<file path="config.mk">
export PLATFORM = sky130hd
export DESIGN_NAME = uart_os_rx
export DESIGN_NICKNAME = d
export VERILOG_FILES = /design/src/rtl/uart_os_pkg.sv /design/src/rtl/uart_os_tick.sv /design/src/rtl/uart_os_sync.sv /design/src/rtl/uart_os_frame.sv /design/src/rtl/uart_os_rx.sv
export SDC_FILE = /design/constraint.sdc
export NUM_CORES = 1
export LEC_CHECK = 0
export ABC_AREA = 0
export BUFFER_PORTS_ARGS = -buffer_cell sky130_fd_sc_hd__buf_2
export CORE_MARGIN = 2
export CORE_UTILIZATION = 41
export CTS_CLUSTER_SIZE = 24
export DETAILED_ROUTE_END_ITERATION = 6
export PLACE_DENSITY = 0.64
export SLEW_MARGIN = 30
export SYNTH_ARGS = -nofsm -noshare
export SYNTH_HDL_FRONTEND = slang
export SYNTH_SLANG_ARGS = --single-unit
</file>
<file path="constraint.sdc">
create_clock -name clk_i -period 2.3 [get_ports clk_i]
set_input_delay 0.345 -clock clk_i [delete_from_list [all_inputs] [get_ports clk_i]]
set_output_delay 0.345 -clock clk_i [all_outputs]
set_load 0.03 [all_outputs]
</file>
<file path="src/rtl/uart_os_pkg.sv">
package uart_os_pkg;
  // Window position of data bit idx: one full bit past the start run origin,
  // plus half a bit to land near the middle.
  function automatic int tap_pos(input int idx, input int osr);
    return osr + osr / 2 + idx * osr;
  endfunction
endpackage

</file>
<file path="src/rtl/uart_os_tick.sv">
module uart_os_tick #(
  parameter int DIV = 5
) (
  input  logic clk_i,
  input  logic rst_i,
  output logic tick_o
);
  localparam int CW = (DIV > 1) ? $clog2(DIV) : 1;
  localparam logic [CW-1:0] LAST = CW'(DIV - 1);

  logic [CW-1:0] cnt_q;

  always_ff @(posedge clk_i) begin
    if (rst_i) begin
      cnt_q <= '0;
    end else if (cnt_q == LAST) begin
      cnt_q <= '0;
    end else begin
      cnt_q <= cnt_q + 1'b1;
    end
  end

  assign tick_o = (cnt_q == LAST);
endmodule

</file>
<file path="src/rtl/uart_os_sync.sv">
module uart_os_sync #(
  parameter int STAGES = 2
) (
  input  logic clk_i,
  input  logic rst_i,
  input  logic async_i,
  output logic sync_o
);
  logic [STAGES-1:0] chain_q;

  always_ff @(posedge clk_i) begin
    if (rst_i) begin
      chain_q <= '1;
    end else begin
      chain_q <= {chain_q[STAGES-2:0], async_i};
    end
  end

  assign sync_o = chain_q[STAGES-1];
endmodule

</file>
<file path="src/rtl/uart_os_frame.sv">
module uart_os_frame
  import uart_os_pkg::*;
#(
  parameter int OSR       = 5,
  parameter int DATA_BITS = 8
) (
  input  logic                 clk_i,
  input  logic                 rst_i,
  input  logic                 tick_i,
  input  logic                 line_i,
  output logic [DATA_BITS-1:0] data_o,
  output logic                 valid_o
);
  localparam int RUN  = OSR - 1;
  localparam int STOP = tap_pos(DATA_BITS, OSR);
  localparam int W    = STOP + 1;

  logic [W-1:0]         win_q;
  logic [DATA_BITS-1:0] taps;
  logic                 start_seen;

  for (genvar i = 0; i < DATA_BITS; i++) begin : g_tap
    assign taps[i] = win_q[tap_pos(i, OSR)];
  end

  assign start_seen = (win_q[RUN-1:0] == '0);

  always_ff @(posedge clk_i) begin
    if (rst_i) begin
      win_q   <= '1;
      data_o  <= '0;
      valid_o <= 1'b0;
    end else begin
      valid_o <= 1'b0;
      if (start_seen) begin
        win_q <= '1;
        if (win_q[STOP]) begin
          data_o  <= taps;
          valid_o <= 1'b1;
        end
      end else if (tick_i) begin
        win_q <= {line_i, win_q[W-1:1]};
      end
    end
  end
endmodule

</file>
<file path="src/rtl/uart_os_rx.sv">
module uart_os_rx #(
  parameter int CLK_HZ    = 100_000_000,
  parameter int BAUD      = 9600,
  parameter int OSR       = 5,
  parameter int DATA_BITS = 8
) (
  input  logic                 clk_i,
  input  logic                 rst_i,
  input  logic                 rx_i,
  output logic [DATA_BITS-1:0] data_o,
  output logic                 valid_o
);
  localparam int DIV = CLK_HZ / (BAUD * OSR);

  logic tick_w;
  logic line_w;

  uart_os_sync #(.STAGES(2)) u_sync (
    .clk_i(clk_i), .rst_i(rst_i), .async_i(rx_i), .sync_o(line_w)
  );

  uart_os_tick #(.DIV(DIV)) u_tick (
    .clk_i(clk_i), .rst_i(rst_i), .tick_o(tick_w)
  );

  uart_os_frame #(.OSR(OSR), .DATA_BITS(DATA_BITS)) u_frame (
    .clk_i(clk_i), .rst_i(rst_i), .tick_i(tick_w), .line_i(line_w),
    .data_o(data_o), .valid_o(valid_o)
  );
endmodule

</file>
=== After elaboration in Yosys (flattened, before gate mapping) ===
Cells that the tools add are included.

* Reductions and logical operators: 5
* Multiplexer cells: 1
* Shift operators: 0
* Order comparisons: 0
* Divide/modulo/power cells: 0
* Add/sub/neg operators: 1
* Bitwise operators: 1
* Multiply operators: 0
* Eq/ne operators: 1

{| class="wikitable"
|+ Operator list
! kind !! count
|-
| 12-bit by 1-bit adder with 12-bit output, second input constant || 1
|-
| 12-bit equality test, second input constant || 1
|-
| 2-bit OR reduction || 3
|-
| 4-bit zero test || 1
|-
| 2-bit AND reduction || 1
|-
| 1-bit two-way mux || 1
|-
| 1-bit inverter || 1
|}

* Latch bits: 0
* Bits in read-only memories: 0
* Flip-flop bits (word level): 71
* Bits in writable memories: 0
* Input port bits: 3
* Memories: 0

=== Depth between registers and ports, before layout ===
* Depth after elaboration: 3
* Depth in mapped cells: 7
* Mapped depth without buffers: 5

=== Cells and area by module ===
From an unflattened synthesis, not the netlist that was laid out.

* Cell total of the unflattened synthesis: 260
* Area, all modules: 2703.8 um^2

{| class="wikitable"
|+ Modules (own cells, without submodules)
! module !! area an instance (um^2) !! times used !! cells an instance
|-
| uart_os_frame || 2079.5 || 1 || 195
|-
| uart_os_tick || 571.8 || 1 || 61
|-
| uart_os_sync || 52.6 || 1 || 4
|}

=== Least setup slack after synthesis ===
Ideal clock, no wire load.

* Path type: reg-to-reg
* Start point: reg u_tick.cnt_q[0]
* End point: reg u_frame.win_q[10]
* Path slack: 0.865 ns
* Clock period less this slack: 1.435 ns
* Data arrival time: 1.363 ns
* Stages on the path, launching flop included: 8
* Buffers on the path: 2
* Setup time: 0.072 ns
* Cells stage by stage: dfxtp_1 > inv_1 > ha_1 > and4bb_1 > nand4_1 > buf_4 > buf_6 > mux2i_1

* Longest elaborated chain between the ends: 1

{| class="wikitable"
|+ RTL lines
! element !! line !! source
|-
| from (decl) || uart_os_tick.sv:11 || <nowiki>logic [CW-1:0] cnt_q;</nowiki>
|-
| from (signal assigned) || uart_os_tick.sv:19 || <nowiki>cnt_q <= cnt_q + 1'b1;</nowiki>
|-
| 12-bit equality test || uart_os_tick.sv:23 || <nowiki>assign tick_o = (cnt_q == LAST);</nowiki>
|-
| to (signal assigned) || uart_os_frame.sv:42 || <nowiki>win_q <= {line_i, win_q[W-1:1]};</nowiki>
|-
| to (decl) || uart_os_frame.sv:18 || <nowiki>logic [W-1:0] win_q;</nowiki>
|}

No other way between the ends.
A chain may end at the register's enable or synchronous reset.

=== Worst setup path in the final report ===
* Start point: reg u_tick.cnt_q[0]
* End point: reg u_frame.win_q[43]

Same word-level chain as after synthesis.

==> impl_metrics.ini <==
[timing]
relSlewSlack_pct = 58.4
drv_slew = 0
fin_tns_setup_ns = 0
skew_ns = 0.00737
finalCritPeriodShare_pct = 70.3
finalHoldViolCount = 0
fin_crit_ns = 1.62
fmax_mhz = 619
rsz0062_at_grt = false
worst_pin_slew_ns = 0.624
hold_ws_ns = 0.180
setup_ws_ns = 0.684
setup-violations-final = 0

[clock_network]
clk_pin_slew_worst_paths_ns = 0.07
post_cts_resized = 0
cts_buffers = 9
numClockSinks = 71
cts_tree = built
postCtsSetupRepairBufs = 0
htreeDepth = 3
cts-root-buf = clkbuf_8
clock_latency_ns = 0.34
cts-hold-fix-buffers = 0
clock_path_buffers = 2

[critical_path]
crit_fanout = 45
slowest_delay_ns = 0.38
end_kind = flip-flop
start_kind = flip-flop
critPathArrivalTime_ns = 1.89
crit_required_ns = 2.57
r2r.worst_path.cells = 6
path_cells = inv_1 > ha_1 > and4bb_1 > nand4_1 > buf_12 > mux2i_1
slowest_stage = dfxtp_1
critPathKind = reg -> reg
r2r-start = u_tick.cnt_q[0]
rrSetupSlack_ns = 0.68
rr_endpoint = u_frame.win_q[43]

[floorplanning]
core-area_um2 = 6420
die_h_um = 85.9
initial_core_util_pct = 42.8
rows = 29
dieArea_um2 = 7370
ios = 12
die_x_um = 85.9

[final_layout]
fillerInstances = 586
nets = 278
fin_area_um2 = 3020
antenna_cells = 0
area_growth_syn_to_layout_pct = 10.0
layout-drive-gt1-share_pct = 12.6

[pwr]
powerDensity_nw_per_um2 = 745
clkPwrFrac_pct = 43.5
seq_power_share_pct = 55.0
internal_power_mw = 1.77
combPwrFrac_pct = 1.5
power.switching_mw = 0.483
leakage_nw = 1.37
irDropWorstVdd_v = 0.000411
switching_share_pct = 21.4

[routing]
drt_iter0_markers = 90
via_per_inst = 5.39
vias = 1908
antenna_left = 0
firstDrtPassIters = 6
drc = 0
wl_per_cell_um = 12.8
wirelength_mm = 4.54

[synthesis]
yosysSeqAreaShare_pct = 51.7
ys_ff_latch = 71
synthesis.area_um2 = 2750
synthCells = 269
yosysWarnings = 0
synth_fp_nets = 274
ys_types = 28
syn_avg_cell_area_um2 = 10.2

[place]
gp_congestion = 0.694
post-dp-hpwl_mm = 2.77
place_ws_ns = 0.691
placed_area_um2 = 2830
io_buffers = 11

[flow_run]
cap_violations = 0

[global_route]
antenna_found_initial = 0
grt_use_total_pct = 13.9
grt_max_degree = 58
grt_pass1_vias = 1775
grt_pass1_wl_mm = 8.00
overflow = 0

[hold_path]
min_to = u_sync.chain_q[0]
whs_path_depth = 2
hp-start = rx_i
min_path_type = in -> reg

[status]
status = finished clean
Yosys cell counts:
master / number / area share [%]
and4bb_1: 1 / 0.46
and4_1: 1 / 0.32
a41o_1: 1 / 0.36
o21ai_1: 8 / 1.5
mux2i_1: 48 / 17
o31ai_1: 4 / 1.1
nand2_1: 3 / 0.41
nand4_2: 1 / 0.46
or2_2: 2 / 0.46
or4_1: 5 / 1.4
dfxtp_1: 71 / 52
buf_6: 4 / 1.6
o21ai_0: 3 / 0.55
nand3_1: 12 / 2.2
nor3_1: 50 / 9.1
xnor2_1: 1 / 0.32
nand4_1: 2 / 0.46
nor4_2: 1 / 0.46
ha_1: 2 / 0.91
or3_1: 3 / 0.68
nor2_1: 6 / 0.82
a21oi_1: 15 / 2.7
buf_2: 5 / 0.91
nor4b_2: 1 / 0.55
xor2_1: 2 / 0.64
buf_4: 1 / 0.27
clkbuf_1: 12 / 1.6
inv_1: 4 / 0.55
critical path, delay by kind of cell (launching register included):
family	cells	cell delay, ns
buffers and inverters	2	0.36
and+or+nand+nor	2	0.36
muxes	1	0.23
adders and majority gates	1	0.19
DFF	1	0.38
cell families after synthesis:
logic type                 Yosys count  synth area share (%)
and+or+nand+nor                     88                  17.7
xor gates and xnor gates             3                 0.956
adders and majority gates            2                 0.911
buffers and inverters               26                  5.01
DFF                                 71                  51.7
AOI/OAI and AO/OA                   31                  6.19
muxes                               48                  17.5
layout make-up:
| cell class | count | area (µm²) | share of cell area, % |
|---|---|---|---|
| clock buffers | 10 | 138 | 4.55 |
| clock inverters | 5 | 57.6 | 1.90 |
| inverters | 4 | 15.0 | 0.497 |
| multi-input cells | 172 | 1200 | 39.6 |
| flip-flops and latches | 71 | 1420 | 47.0 |
| well taps | 77 | 96.3 | 3.19 |
| repair buffers | 15 | 97.6 | 3.23 |
per-layer routing:
metal	vias to the layer above	share of wire, %	GRT usage (%)
met5	-	0	0
met4	0	3.0	9.67
met3	13	3.0	3.95
li1	996	-	-
met2	21	43	20.7
met1	878	51	17.2
per-stage QoR:
step	util [%]	instances	power, mW
2_1_floorplan	-	269	1.29
3_3_place_gp	44.0	339	1.30
3_5_place_dp	44.0	339	1.30
4_1_cts	47.1	354	2.28
5_1_grt	47.1	354	2.33
6_report	47.1	354	2.25
power groups by stage:
| stage | Combinational, mW | Sequential, mW | Clock, mW |
|---|---|---|---|
| finish | 0.0335 | 1.24 | 0.980 |
| CTS | 0.0337 | 1.24 | 1.01 |
| global placement | 0.0343 | 1.27 | 0 |
| detailed placement | 0.0337 | 1.27 | 0 |
| global route | 0.0379 | 1.24 | 1.06 |
| floorplan | 0.0262 | 1.27 | 0 |
registers in the layout (all words and copies together) (netlist names):
register / flops
u_frame.data_o: 8
u_frame.win_q: 48
u_sync.chain_q: 2
u_tick.cnt_q: 12
u_frame.valid_o: 1
cells in the final DEF (no fill, tap or decap), drive strengths merged, types with 4 or more instances in the layout:
cell type	Yosys	layout
dfxtp	71	71
nor3	50	50
mux2i	48	48
a21oi	15	15
buf	10	15
nand3	12	12
o21ai	11	11
clkbuf	12	10
nor2	6	6
or4	5	5
inv	4	5
o31ai	4	4
worst max-delay path by stage:
stage	from	cells past startpoint	to
after floorplan	u_tick.cnt_q[0]	7	u_frame.win_q[10]
after global placement	u_tick.cnt_q[0]	6	u_frame.win_q[34]
after detailed placement	u_tick.cnt_q[0]	6	u_frame.win_q[43]
after CTS	u_tick.cnt_q[0]	6	u_frame.win_q[43]
after global routing	u_tick.cnt_q[0]	6	u_frame.win_q[4]
final	u_tick.cnt_q[0]	6	u_frame.win_q[43]
Power figures use the tool's default switching activity.
